[src/rtl/sram_ctrl_pkg.sv]
package sram_ctrl_pkg;

  typedef enum logic [2:0] {
    ST_IDLE  = 3'd0,
    ST_WRITE = 3'd1,
    ST_WHOLD = 3'd2,
    ST_READ  = 3'd3,
    ST_TURN  = 3'd4
  } seq_state_t;

  // Round a nanosecond minimum up to whole clock cycles, never below one.
  function automatic int unsigned ns_to_cyc(input int unsigned ns,
                                            input int unsigned period_ns);
    int unsigned c;
    c = (ns + period_ns - 1) / period_ns;
    if (c == 0) c = 1;
    return c;
  endfunction

  function automatic int unsigned max3(input int unsigned a,
                                       input int unsigned b,
                                       input int unsigned c);
    int unsigned m;
    m = (a > b) ? a : b;
    m = (m > c) ? m : c;
    return m;
  endfunction

endpackage

[src/rtl/sram_phase_timer.sv]
module sram_phase_timer #(
  parameter int unsigned CNT_W = 4
) (
  input  logic             clk,
  input  logic             rst_n,
  input  logic             load,
  input  logic [CNT_W-1:0] load_val,
  output logic             expired
);

  logic [CNT_W-1:0] cnt_q;

  always_ff @(posedge clk or negedge rst_n) begin
    if (!rst_n)             cnt_q <= '0;
    else if (load)          cnt_q <= load_val;
    else if (cnt_q != '0)   cnt_q <= cnt_q - 1'b1;
  end

  assign expired = (cnt_q == '0);

  AST_TMR_STEP: assert property (@(posedge clk) disable iff (!rst_n)
    (!load && cnt_q != '0) |=> (cnt_q == $past(cnt_q) - 1'b1));

endmodule

[src/rtl/sram_rd_capture.sv]
module sram_rd_capture #(
  parameter int unsigned DATA_W = 8
) (
  input  logic              clk,
  input  logic              rst_n,
  input  logic              cap_en,
  input  logic [DATA_W-1:0] bus_in,
  output logic [DATA_W-1:0] rdata,
  output logic              rvalid
);

  always_ff @(posedge clk or negedge rst_n) begin
    if (!rst_n) begin
      rdata  <= '0;
      rvalid <= 1'b0;
    end else begin
      rvalid <= cap_en;
      if (cap_en) rdata <= bus_in;
    end
  end

  AST_RSP_ONE_CYCLE: assert property (@(posedge clk) disable iff (!rst_n)
    rvalid |=> !rvalid);

endmodule

[src/rtl/sram_async_ctrl.sv]
module sram_async_ctrl
  import sram_ctrl_pkg::*;
#(
  parameter int unsigned ADDR_W    = 19,
  parameter int unsigned DATA_W    = 8,
  parameter int unsigned CLK_NS    = 4,
  parameter int unsigned T_RC_NS   = 55,
  parameter int unsigned T_AA_NS   = 55,
  parameter int unsigned T_DOE_NS  = 30,
  parameter int unsigned T_WC_NS   = 55,
  parameter int unsigned T_PWE_NS  = 40,
  parameter int unsigned T_AW_NS   = 50,
  parameter int unsigned T_SCE_NS  = 50,
  parameter int unsigned T_SD_NS   = 25,
  parameter int unsigned T_HZ_NS   = 20
) (
  input  logic              clk,
  input  logic              rst_n,
  input  logic              req_valid,
  input  logic              req_write,
  input  logic [ADDR_W-1:0] req_addr,
  input  logic [DATA_W-1:0] req_wdata,
  output logic              req_ready,
  output logic              rsp_valid,
  output logic [DATA_W-1:0] rsp_rdata,
  output logic [ADDR_W-1:0] sram_addr,
  output logic              sram_ce_n,
  output logic              sram_oe_n,
  output logic              sram_we_n,
  output logic [DATA_W-1:0] sram_dq_o,
  output logic              sram_dq_oe,
  input  logic [DATA_W-1:0] sram_dq_i
);

  localparam int unsigned WR_CYC = max3(
    max3(ns_to_cyc(T_PWE_NS, CLK_NS), ns_to_cyc(T_AW_NS, CLK_NS),
         ns_to_cyc(T_SCE_NS, CLK_NS)),
    ns_to_cyc(T_SD_NS, CLK_NS), ns_to_cyc(T_WC_NS, CLK_NS));
  localparam int unsigned RD_CYC = max3(ns_to_cyc(T_RC_NS, CLK_NS),
    ns_to_cyc(T_AA_NS, CLK_NS), ns_to_cyc(T_DOE_NS, CLK_NS));
  localparam int unsigned HZ_CYC = ns_to_cyc(T_HZ_NS, CLK_NS);
  localparam int unsigned T_MAX  = max3(WR_CYC, RD_CYC, HZ_CYC);
  localparam int unsigned CNT_W  = $clog2(T_MAX + 1);

  seq_state_t        state_q, state_d;
  logic              tmr_load, tmr_exp;
  logic [CNT_W-1:0]  tmr_val;
  logic [ADDR_W-1:0] addr_q;
  logic [DATA_W-1:0] wdata_q;

  // Named events for the assertions below.
  logic accept, wr_end, rd_end, cap_en;

  assign req_ready = (state_q == ST_IDLE);
  assign accept    = req_valid && req_ready;
  assign wr_end    = (state_q == ST_WRITE) && tmr_exp;
  assign rd_end    = (state_q == ST_READ)  && tmr_exp;
  assign cap_en    = rd_end;

  always_comb begin
    state_d  = state_q;
    tmr_load = 1'b0;
    tmr_val  = '0;
    unique case (state_q)
      ST_IDLE: if (accept) begin
        tmr_load = 1'b1;
        if (req_write) begin
          state_d = ST_WRITE;
          tmr_val = CNT_W'(WR_CYC - 1);
        end else begin
          state_d = ST_READ;
          tmr_val = CNT_W'(RD_CYC - 1);
        end
      end
      ST_WRITE: if (wr_end) state_d = ST_WHOLD;
      ST_WHOLD: state_d = ST_IDLE;
      ST_READ: if (rd_end) begin
        state_d  = ST_TURN;
        tmr_load = 1'b1;
        tmr_val  = CNT_W'(HZ_CYC - 1);
      end
      ST_TURN: if (tmr_exp) state_d = ST_IDLE;
      default: state_d = ST_IDLE;
    endcase
  end

  always_ff @(posedge clk or negedge rst_n) begin
    if (!rst_n) state_q <= ST_IDLE;
    else        state_q <= state_d;
  end

  always_ff @(posedge clk or negedge rst_n) begin
    if (!rst_n) begin
      addr_q  <= '0;
      wdata_q <= '0;
    end else if (accept) begin
      addr_q  <= req_addr;
      wdata_q <= req_wdata;
    end
  end

  // Pin levels are registered from the next state: glitch-free pads.
  always_ff @(posedge clk or negedge rst_n) begin
    if (!rst_n) begin
      sram_ce_n  <= 1'b1;
      sram_we_n  <= 1'b1;
      sram_oe_n  <= 1'b1;
      sram_dq_oe <= 1'b0;
    end else begin
      sram_ce_n  <= !(state_d == ST_WRITE || state_d == ST_READ);
      sram_we_n  <= (state_d != ST_WRITE);
      sram_oe_n  <= (state_d != ST_READ);
      sram_dq_oe <= (state_d == ST_WRITE || state_d == ST_WHOLD);
    end
  end

  assign sram_addr = addr_q;
  assign sram_dq_o = wdata_q;

  sram_phase_timer #(.CNT_W(CNT_W)) u_timer (
    .clk      (clk),
    .rst_n    (rst_n),
    .load     (tmr_load),
    .load_val (tmr_val),
    .expired  (tmr_exp)
  );

  sram_rd_capture #(.DATA_W(DATA_W)) u_rdcap (
    .clk    (clk),
    .rst_n  (rst_n),
    .cap_en (cap_en),
    .bus_in (sram_dq_i),
    .rdata  (rsp_rdata),
    .rvalid (rsp_valid)
  );

  AST_WE_NEEDS_CE: assert property (@(posedge clk) disable iff (!rst_n)
    !sram_we_n |-> !sram_ce_n);
  AST_WR_OE_HIGH: assert property (@(posedge clk) disable iff (!rst_n)
    !sram_we_n |-> sram_oe_n);
  AST_WR_RELEASE_PAIR: assert property (@(posedge clk) disable iff (!rst_n)
    wr_end |=> (sram_ce_n && sram_we_n));
  AST_WR_DATA_STABLE: assert property (@(posedge clk) disable iff (!rst_n)
    (!sram_we_n && !$past(sram_we_n)) |-> ($stable(sram_dq_o) && $stable(sram_addr)));
  AST_WR_HOLD: assert property (@(posedge clk) disable iff (!rst_n)
    $rose(sram_we_n) |-> sram_dq_oe);
  AST_NO_DRIVE_IN_READ: assert property (@(posedge clk) disable iff (!rst_n)
    sram_dq_oe |-> sram_oe_n);
  AST_RELEASE_BEFORE_READ: assert property (@(posedge clk) disable iff (!rst_n)
    $fell(sram_oe_n) |-> !$past(sram_dq_oe));
  AST_BUSY_AFTER_ACCEPT: assert property (@(posedge clk) disable iff (!rst_n)
    accept |=> !req_ready);
  AST_IDLE_PINS: assert property (@(posedge clk) disable iff (!rst_n)
    (req_ready && $past(req_ready)) |-> (sram_ce_n && sram_oe_n && sram_we_n && !sram_dq_oe));

endmodule

[config.mk]
export PLATFORM = sky130hd
export DESIGN_NAME = sram_async_ctrl
export DESIGN_NICKNAME = d
export VERILOG_FILES = /design/src/rtl/sram_ctrl_pkg.sv /design/src/rtl/sram_phase_timer.sv /design/src/rtl/sram_rd_capture.sv /design/src/rtl/sram_async_ctrl.sv
export SDC_FILE = /design/constraint.sdc
export NUM_CORES = 1
export LEC_CHECK = 0
export BUFFER_PORTS_ARGS = -buffer_cell sky130_fd_sc_hd__buf_2
export CAP_MARGIN = 30
export CORE_UTILIZATION = 38
export DETAILED_ROUTE_END_ITERATION = 16
export SLEW_MARGIN = 15
export SYNTH_ARGS = -nofsm -noshare
export SYNTH_HDL_FRONTEND = slang
export SYNTH_HIERARCHICAL = 1
export SYNTH_SLANG_ARGS = --single-unit
export TNS_END_PERCENT = 10
[constraint.sdc]
create_clock -name clk -period 4.53 [get_ports clk]
set_input_delay 0.453 -clock clk [delete_from_list [all_inputs] [get_ports clk]]
set_output_delay 0.453 -clock clk [all_outputs]
set_load 0.03 [all_outputs]
# Yosys cells after proc, flatten, opt, wreduce, memory -nomap -nowiden
# Cells that the tools add are included.
[word_totals] input_bits=39 out_inout_bits=41 word_cells=43 register_bits=47
[op_classes] reduce_logical=10 add_sub_neg=1 eq_ne=8 muxes=14
[op_table] cell="3-bit two-way mux" count=5
[op_table] cell="4-bit two-way mux" count=3
[op_table] cell="3-bit case mux with 4 select lines" count=1
[op_table] cell="3-bit by 2-bit == test with 1-bit output (second input constant)" count=3
[op_table] cell="4-bit case mux with 2 select lines" count=1
[op_table] cell="3-bit by 1-bit == test with 1-bit output (second input constant)" count=2
[op_table] cell="4-bit logical NOT" count=1
[op_table] cell="4-bit nonzero test" count=1
[op_table] cell="4-bit by 1-bit subtractor with 4-bit output (second input constant)" count=1
[op_table] cell="3-bit == test (second input constant)" count=1
[op_table] cell="1-bit logical AND" count=3
[op_table] cell="3-bit logical NOT" count=1
[op_table] cell="3-bit by 1-bit != test with 1-bit output (second input constant)" count=1
[op_table] cell="3-bit by 2-bit != test with 1-bit output (second input constant)" count=1
[op_table] cell="1-bit logical OR" count=2
[op_table] cell="1-bit two-way mux" count=2
[op_table] cell="2-bit two-way mux" count=1
[op_table] cell="1-bit case mux with 2 select lines" count=1
[op_table] cell="2-bit nonzero test" count=1
[op_table] cell="1-bit logical NOT" count=1

# Longest topological paths before layout
# Gate-level depths: netlist of the first run.
[logic_depth] depth_word=7 mapped_depth=8 mapped_depth_nobuf=7

# Cells and area by module
# Netlist of the first run, hierarchy kept.
[modules_own_cells] mod="sram_async_ctrl" seq_area_each_um2=854.6 instances=1 area_per_inst_um2=1468.9 cells_per_inst=89
[modules_own_cells] mod="sram_rd_capture" seq_area_each_um2=225.2 instances=1 area_per_inst_um2=356.6 cells_per_inst=18
[modules_own_cells] mod="sram_phase_timer" seq_area_each_um2=100.1 instances=1 area_per_inst_um2=234.0 cells_per_inst=22

# Worst setup path before layout of the first run
# Ideal clock, no wire load.
[synth_path] path_type="register to register" start="register u_timer.cnt_q[0]" end="register u_timer.cnt_q[3]" setup_time_ns=0.126 stages_incl_launch_ff=9 setup_slack_ns=2.535 arrival_ns=1.869 n_path_buf=1 required_time_ns=4.404 synth_period_minus_slack_ns=1.995 path_cell_list="dfrtp_1 inv_1 ha_1 nor3b_4 nand3_1 a21oi_1 clkbuf_1 nor3_1 a221o_1"
[synth_via] elab_chain_len=5 word_cells_on_any_way=9 cone_classes="1 x add/sub; 4 x mux; 4 x reduce/logical"
[synth_lines] element="start: declaration" line="sram_phase_timer.sv:11" text="logic [CNT_W-1:0] cnt_q;"
[synth_lines] element="start signal: assignment" line="sram_phase_timer.sv:15" text="else if (load) cnt_q <= load_val;"
[synth_lines] element="start signal: assignment" line="sram_phase_timer.sv:16" text="else if (cnt_q != '0) cnt_q <= cnt_q - 1'b1;"
[synth_lines] element="4-bit logical NOT (*)" line="sram_phase_timer.sv:19" text="assign expired = (cnt_q == '0);"
[synth_lines] element="named net tmr_exp" line="sram_async_ctrl.sv:46" text="logic tmr_load, tmr_exp;"
[synth_lines] element="1-bit logical AND (*)" line="sram_async_ctrl.sv:57" text="assign rd_end = (state_q == ST_READ) && tmr_exp;"
[synth_lines] element="1-bit two-way mux (*)" line="sram_async_ctrl.sv:77" text="ST_READ: if (rd_end) begin"
[synth_lines] element="1-bit case mux with 2 select lines (*)" line="sram_async_ctrl.sv:64" text="unique case (state_q)"
[synth_lines] element="named net tmr_load" line="sram_async_ctrl.sv:46"
[synth_lines] element="4-bit two-way mux or 2-bit nonzero test (tied branches)"
# Mark *: on every way through the listed nets, which the timed path passes. The rest lies on a longest branch. The select of a mux whose other input is x is not followed.
# A chain may end at the register's enable or synchronous reset.

# Final worst setup path of the first run
# Ends and elaborated chain as after synthesis.

==> flow_summary.ini, run 1 <==
[synthesis]
ys_types = 31
synth_flop_cell = dfrtp_1
syn_inst = 129
yosys_warnings = 6
yosys.area.top_type = dfrtp_1
syn-num-nets = 169
synth_area_leaders = dfrtp_1 (53%), mux2_4 (20%), mux2_2 (4.9%)
async_reset_ff_share_pct = 100.0
syn_area_per_cell_sq_um = 15.96
synth_top_area_share_pct = 53.46
synth_edf_count = 0
ys_ff_latch = 47
ys_seq_area_share_pct = 57.29
netlist_area_sq_mm = 0.002059

[cts]
cts.sinks = 47
cts_buffers = 5
cts_hold_buffers = 0
cts_setup_buffers = 0
cts.reportedPaths.clkPinSlew_ns = 0.09
cts_tree = done
clock_path_buffers = 2
ctsResizeCount = 0
insertion_delay_ns = 0.30
htree_num_levels = 2
root_buffer = clkbuf_8

[worst_setup_path]
end_kind = register
critical_path_class = reg2reg
critPathSlowestCell = a21oi_1
crit_fanout = 9
startpoint_type = register
critical-path-top-delay-family = compound AO/OA/AOI/OAI gates
cp_cell_sequence = inv_1 -> ha_1 -> nor3b_4 -> nand3_1 -> a21oi_1 -> nor3_1 -> a221o_1
crit_required_ns = 4.72
max_stage_delay_ns = 0.54
crit_buf_inv = 1
worstPathArrival_ns = 2.51

[die]
core_area_sq_mm = 0.005172
rows = 26
start_util_pct = 39.82
ios = 80
design.die.area_sq_mm = 0.005718
die_h_um = 75.62
chipWidth_um = 75.62

[sta]
fmax_mhz = 431.4
max_slew_margin_pct = 58.01
rsz0062_at_grt = no
slew_violations = 0
period_share_pct = 51.17
hold_viol = 0
timing.setup.tns_ns = 0
layout_setup_ws_ns = 2.212
tightest_slew_ns = 0.6298
period_needed_ns = 2.318
setup_viol = 0
skew_ns = 0.005452

[worst_hold_path]
hold_path_class = in2async

[routing]
via_count = 1290
drtPass1Iterations = 2
post_drt_wl_per_cell_um = 13.22
drc_errors = 0
drt_first_iter_violations = 46
routed_via_density = 4.574
routed_wl_um = 3728
antenna_left = 0

[power]
swShare_pct = 40.05
combPwrFrac_pct = 49.4
p_int_uw = 1323
clkPwrFrac_pct = 16.3
p_per_area_mw_per_mm2 = 838.2
p_sw_uw = 883.7
leakagePower_uw = 0.001303
irDropWorstVdd_uv = 261.7
seqPwrFrac_pct = 34.3

[grt]
grt_pass1_wl_um = 5478
antenna_found_initial = 0
grt_remaining_overflow = 0
grt_max_degree = 29
grt_usage_pct = 13.29
grt_pass1_vias = 1143

[finish]
final_cell_mix = buf_2 (79), dfrtp_1 (44), mux2_4 (27)
nets = 251
drive_gt1_share_pct = 62.74
mostFrequentLayoutCell = buf_2
multi_input_area_sq_um = 779.5
area_delta_synth_final_pct = 27.82
regArea_sq_mm = 0.001180
n_fill_cell = 459
antennaDiodeCount = 0

[place]
portBuffers = 79
pre_cts_slack_ns = 2.141
hpwlAfterDp_um = 2763
gp_congestion = 0.6839

[run]
maxCapViolCount = 0

[outcome]
status = finished, final reports clean
[routing by layer]
metal	part of all wire [%]	vias to the layer above	GRT usage [%]
li1	-	613	-
met1	42	640	16.54
met2	51	30	21.43
met3	5.0	7	4.233
met4	1.8	0	5.556
met5	0	-	0
[power groups by stage]
stage / Combinational [uW] / Sequential [uW] / Clock, uW
floorplan: 523 / 1100 / 0
global placement: 1080 / 759 / 0
detailed placement: 1090 / 765 / 0
CTS: 1100 / 759 / 374
global route: 1170 / 787 / 391
finish: 1090 / 758 / 360
[worst reg2reg max path: stages (launching register included)]
cell and delay [ns]:
dfrtp_1 0.38, inv_1 0.09, ha_1 0.21, nor3b_4 0.38, nand3_1 0.17, a21oi_1 0.54, nor3_1 0.11, a221o_1 0.33
[flip-flops by register name, indices dropped and copies added, names as in the netlist]
name	cells
sram_dq_o	8
sram_addr	19
u_rdcap/rvalid	1
sram_ce_n	1
u_timer/cnt_q	4
sram_oe_n	1
u_rdcap/rdata	8
sram_dq_oe	1
state_q	3
sram_we_n	1
[Yosys cell counts, drive strengths merged (2+ instances only)]
library cell / instances
dfrtp: 44
mux2: 36
buf: 6
nor3: 4
a21oi: 3
dfstp: 3
o21ai: 3
a21o: 2
clkbuf: 2
inv: 2
mux2i: 2
nand2: 2
nand2b: 2
nand3b: 2
nor3b: 2
or4b: 2
xnor2: 2
[cell families (layout without fill, tap and decap cells)]
kind of cell / Yosys count / after routing / share of synthesized area [%]
other: 1 / 1 / 0.1821
DFF: 47 / 47 / 57.29
xor gates and xnor gates: 2 / 2 / 0.8507
buffers and inverters: 10 / 93 / 4.860
adders and majority gates: 1 / 1 / 0.6074
and+or+nand+nor: 19 / 19 / 7.230
AOI/OAI and AO/OA: 11 / 11 / 3.402
muxes: 38 / 38 / 25.58
[per-stage QoR]
step	power [uW]	util, %	std cells	instance area (sq um)	hold WS [ns]
floorplan	1621	-	129	2059	0.1574
global placement	1841	47.51	271	2457	0.4868
detailed placement	1859	48.04	273	2485	0.4385
CTS	2229	50.68	281	2621	0.09926
global route	2347	50.90	282	2633	0.1190
finish	2207	50.90	282	2633	0.09675
[path summary, 6_finish.rpt]
path | from | end | slack, ns | cells past startpoint
worst max-delay path | u_timer/cnt_q[0] | u_timer/cnt_q[3] | 2.21 | 7
worst min-delay path | rst_n | u_rdcap/rdata[3] | 0.1 | 1
worst max register to register | u_timer/cnt_q[0] | u_timer/cnt_q[3] | 2.21 | 7
worst min register to register | sram_dq_o[5] | sram_dq_o[5] | 0.51 | 1
max in group asynchronous | rst_n | sram_oe_n | 3.86 | 2
min in group clk | req_wdata[3] | sram_dq_o[3] | 0.38 | 2
[area by class of cell]
| type | instances | area share, % |
|---|---|---|
| Multi-Input combinational cell | 72 | 29.61 |
| Sequential cell | 47 | 44.82 |
| Inverter | 2 | 0.2852 |
| Clock buffer | 5 | 2.614 |
| Timing Repair Buffer | 83 | 16.78 |
| Clock inverter | 3 | 2.567 |
| Tap cell | 70 | 3.327 |
(Power assumes the default switching activity.)
==> inputs of run 2 (changes only) <==
==> constraint.sdc (replaced) <==
create_clock -name clk -period 2.29 [get_ports clk]
set_input_delay 0.229 -clock clk [delete_from_list [all_inputs] [get_ports clk]]
set_output_delay 0.229 -clock clk [all_outputs]
set_load 0.03 [all_outputs]
==> run 2 against run 1 <==
The flow now finishes with violations (negative hold slack). Clock skew grew 0.0030 ns. Combinational power up 100%. Largest power group unchanged. Sequential power grew 91%. Sequential share of layout area rose by 0.17 points. Critical path type unchanged. Clock power increased by 66%. Power increased by 94%.
==> flow_summary.ini, run 2 (synthesis gave the netlist of run 1 again) <==
[outcome]
status = complete, but fails checks
violations = negative hold slack

[sta]
layout_setup_ws_ns = 0.2930
skew_ns = 0.008440
hold_ws_ns = -0.0005298
max_slew_margin_pct = 61.58
slew_violations = 0
period_needed_ns = 1.997
rsz0062_at_grt = no
tightest_slew_ns = 0.5763
timing.setup.tns_ns = 0
setup_viol = 0
fmax_mhz = 500.7
hold_viol = 1
period_share_pct = 87.21

[worst_setup_path]
worstPathArrival_ns = 2.18
critical_path_class = reg2reg
crit_required_ns = 2.47
end_kind = register
ff2ff_setup_slack_ns = 0.29
r2r_end = u_timer/cnt_q[3]
startpoint_type = register
crit_fanout = 9
r2r_cells = 8
rr_startpoint = u_timer/cnt_q[0]

[cts]
root_buffer = clkbuf_8
cts_buffers = 5
htree_num_levels = 2
cts_hold_buffers = 0
ctsResizeCount = 0
insertion_delay_ns = 0.30
cts.sinks = 47
clock_path_buffers = 2
cts_setup_buffers = 0
cts_tree = done
cts.reportedPaths.clkPinSlew_ns = 0.09

[routing]
drt_first_iter_violations = 78
antenna_left = 0
drtPass1Iterations = 4
post_drt_wl_per_cell_um = 13.01
via_count = 1328
routed_wl_um = 3720
routed_via_density = 4.643
drc_errors = 0

[power]
p_per_area_mw_per_mm2 = 1632
leakagePower_uw = 0.001312
irDropWorstVdd_uv = 508.4
power_uw = 4280

[grt]
antenna_found_initial = 0
grt_usage_pct = 13.56
grt_max_degree = 48
grt_remaining_overflow = 0
grt_pass1_vias = 1255
grt_pass1_wl_um = 5630

[finish]
nets = 255
drive_gt1_share_pct = 63.43
antennaDiodeCount = 0
design_area_sq_mm = 0.002623
final_cell_mix = buf_2 (79), dfrtp_1 (44), mux2_4 (27)
mostFrequentLayoutCell = buf_2
largest_register_ffs = 19
area_delta_synth_final_pct = 27.34

[die]
chipWidth_um = 75.62
die_h_um = 75.62
ios = 80
design.die.area_sq_mm = 0.005718
core_area_sq_mm = 0.005172
rows = 26
start_util_pct = 39.82

[run]
maxCapViolCount = 0

[worst_hold_path]
hold_path_class = in2async

[place]
hpwlAfterDp_um = 2667
pre_cts_slack_ns = 0.2787
placed_cell_area_sq_mm = 0.002510
gp_congestion = 0.6917
portBuffers = 79
==> run 2: final cells by class <==
type	instances	area, sq um
flip-flops and latches	47	1180
multi-input cells	72	779.5
repair buffers	87	455.4
well taps	70	87.58
clock inverters	3	43.79
inverters	2	7.507
clock buffers	5	68.82
fillers	467	2550
==> run 2: how the worst max path moves through the flow <==
stage	from	endpoint	slack (ns)	cells after the start
after floorplan	u_timer/cnt_q[0]	u_timer/cnt_q[3]	0.30	8
after global placement	u_timer/cnt_q[0]	u_timer/cnt_q[3]	0.34	8
after detailed placement	u_timer/cnt_q[0]	u_timer/cnt_q[3]	0.28	8
after CTS	u_timer/cnt_q[0]	u_timer/cnt_q[3]	0.28	8
after global routing	u_timer/cnt_q[0]	u_timer/cnt_q[3]	0.13	8
final	u_timer/cnt_q[0]	u_timer/cnt_q[3]	0.29	8
==> run 2: report_power, final <==
group	internal, uW	switching (uW)	leakage (uW)
clock network	325	273	0.0000581
registers	1250	199	0.000563
logic	959	1270	0.000691
total	2530	1750	0.00131
==> run 2: metrics by stage <==
step,std cells,util (%)
6_report,286,50.70
5_1_grt,286,50.70
4_1_cts,286,50.70
3_5_place_dp,278,48.52
3_3_place_gp,278,48.52
2_1_floorplan,129,-
==> run 2: worst max-delay path, cell delays in order, from the launching register on <==
cell	delay, ns
dfrtp_1	0.38
inv_1	0.09
ha_1	0.21
nor3b_4	0.36
nand3_1	0.17
a21oi_1	0.15
buf_4	0.16
nor3_1	0.05
a221o_1	0.31
==> run 2: routing by layer <==
layer  routed length, um  share of wire [%]  GRT usage, %
met1                1536                 41         15.94
met5                   0                  0             0
met3                 141                3.8         4.101
met2                1962                 53         23.51
met4                  80                2.2         4.938
==> inputs of run 3 (changes only) <==
--- a/config.mk
+++ b/config.mk
@@ -7,8 +7,10 @@
 export LEC_CHECK = 0
 export BUFFER_PORTS_ARGS = -buffer_cell sky130_fd_sc_hd__buf_2
 export CAP_MARGIN = 30
-export CORE_UTILIZATION = 38
+export CORE_ASPECT_RATIO = 0.6
+export CORE_UTILIZATION = 48
 export DETAILED_ROUTE_END_ITERATION = 16
+export PLACE_DENSITY = 0.79
 export SLEW_MARGIN = 15
 export SYNTH_ARGS = -nofsm -noshare
 export SYNTH_HDL_FRONTEND = slang
==> run 3 against run 2 <==
The run now ends clean. Die area decreased by 20%. Register-to-register slack got worse by 0.08 ns. Combinational power decreased by 2%. Utilization increased by 12 points. Critical path depth decreased by 1. Worst hold slack improved by 0.16 ns. First-iteration DRC count decreased by 81%. Cell count decreased by 3.5%. Fmax decreased by 4.0%.
==> flow_summary.ini, run 3 (synthesis gave the netlist of run 1 again) <==
[grt]
grt_usage_pct = 16.57
grt_max_degree = 20
grt_pass1_vias = 1192
grt_pass1_wl_um = 5526
antenna_found_initial = 0
grt_remaining_overflow = 0

[sta]
rsz0062_at_grt = no
hold_viol = 0
setup_viol = 0
skew_ns = 0.01032
timing.setup.tns_ns = 0
slew_violations = 0
period_share_pct = 90.83
period_needed_ns = 2.080
fmax_mhz = 480.8

[worst_hold_path]
hold_path_class = in2reg
min_from = req_addr[5]
hold_path_end = sram_addr[5]
hold-path-cell-count = 2

[power]
leakagePower_uw = 0.001300
p_per_area_mw_per_mm2 = 1609
irDropWorstVdd_uv = 775.0

[finish]
final_cell_mix = buf_2 (79), dfrtp_1 (44), mux2_4 (27)
antennaDiodeCount = 0
fin_cells = 276
drive_gt1_share_pct = 62.96
nets = 255
n_fill_cell = 343
area_delta_synth_final_pct = 26.18
multi_input_area_sq_um = 779.5
regArea_sq_mm = 0.001180
mostFrequentLayoutCell = buf_2
largest_register_ffs = 19

[routing]
post_drt_wl_per_cell_um = 12.59
antenna_left = 0
routed_wl_um = 3475
drc_errors = 0
routed_via_density = 4.678
via_count = 1291
drt_first_iter_violations = 15
drtPass1Iterations = 3

[die]
chipWidth_um = 86.57
ios = 80
start_util_pct = 49.97
rows = 18
die_h_um = 52.74
design.die.area_sq_mm = 0.004565
core_area_sq_mm = 0.004121

[worst_setup_path]
crit_required_ns = 2.47
end_kind = register
rr_startpoint = u_timer/cnt_q[0]
critical_path_class = reg2reg
r2r_end = u_timer/cnt_q[3]
r2r_cells = 7
worstPathArrival_ns = 2.26
startpoint_type = register
ff2ff_setup_slack_ns = 0.21
crit_fanout = 7

[cts]
root_buffer = clkbuf_8
cts.reportedPaths.clkPinSlew_ns = 0.09
cts_tree = done
cts_buffers = 5
insertion_delay_ns = 0.29
ctsResizeCount = 0
clock_path_buffers = 2
cts.sinks = 47
htree_num_levels = 2

[place]
placed_cells = 267
portBuffers = 79
gp_congestion = 0.7118
hpwlAfterDp_um = 2612

[run]
maxCapViolCount = 0

[outcome]
status = finished, final reports clean
[run 3: worst max-delay path by stage]
stage	from	endpoint	slack, ns
finish	u_timer/cnt_q[0]	u_timer/cnt_q[3]	0.21
global route	u_timer/cnt_q[0]	u_timer/cnt_q[3]	0.02
CTS	u_timer/cnt_q[0]	u_timer/cnt_q[3]	0.17
detailed placement	u_timer/cnt_q[0]	u_timer/cnt_q[3]	0.19
global placement	u_timer/cnt_q[0]	u_timer/cnt_q[3]	0.26
floorplan	u_timer/cnt_q[0]	u_timer/cnt_q[3]	0.30
[run 3: critical path: stages (launching register included)]
cell and delay [ns]:
dfrtp_1 0.38, inv_1 0.09, ha_1 0.22, nor3b_4 0.35, nand3_1 0.16, a21oi_1 0.37
nor3_1 0.10, a221o_1 0.32
[run 3: stage by stage]
| stage | hold slack (ns) | utilization (%) | instance area (sq um) | total power, uW | setup slack, ns |
|---|---|---|---|---|---|
| 4_1_cts | 0.1476 | 63.05 | 2599 | 4228 | 0.1702 |
| 6_report | 0.1578 | 63.05 | 2599 | 4183 | 0.2099 |
| 2_1_floorplan | -0.06659 | - | 2059 | 3206 | 0.2953 |
| 3_3_place_gp | 0.1927 | 60.41 | 2490 | 3652 | 0.2634 |
| 5_1_grt | 0.1485 | 63.05 | 2599 | 4435 | 0.01546 |
| 3_5_place_dp | 0.1943 | 60.41 | 2490 | 3700 | 0.1878 |
[run 3: report_power, final]
part	leakage [uW]	switching, uW	total [uW]	internal, uW
Combinational	0.000690	1240	2180	945
Clock	0.0000474	265	511	246
Sequential	0.000563	238	1490	1250
Total	0.00130	1740	4180	2440
[run 3: repair_timing]
item	CTS	global route
endpoints found under the hold margin	17	0
setup buffers	0	0
endpoints found under the setup margin	0	0
hold buffers	1	0
[run 3: routing by layer]
layer	part of all wire, %	wire length [um]	track usage (%)	vias to the layer above
met3	4.5	158	4.252	7
li1	-	-	-	622
met1	49	1690	22.44	618
met4	1.2	42	7.500	0
met5	0	0	0	-
met2	46	1583	25.26	44
[run 3: final cells by class]
cell class | count | area share [%]
clock buffer | 6 | 3.178
inverter | 2 | 0.2889
multi-input combinational | 72 | 30.00
clock inverter | 2 | 0.6259
tap | 60 | 2.889
sequential | 47 | 45.40
timing repair buffer | 87 | 17.62
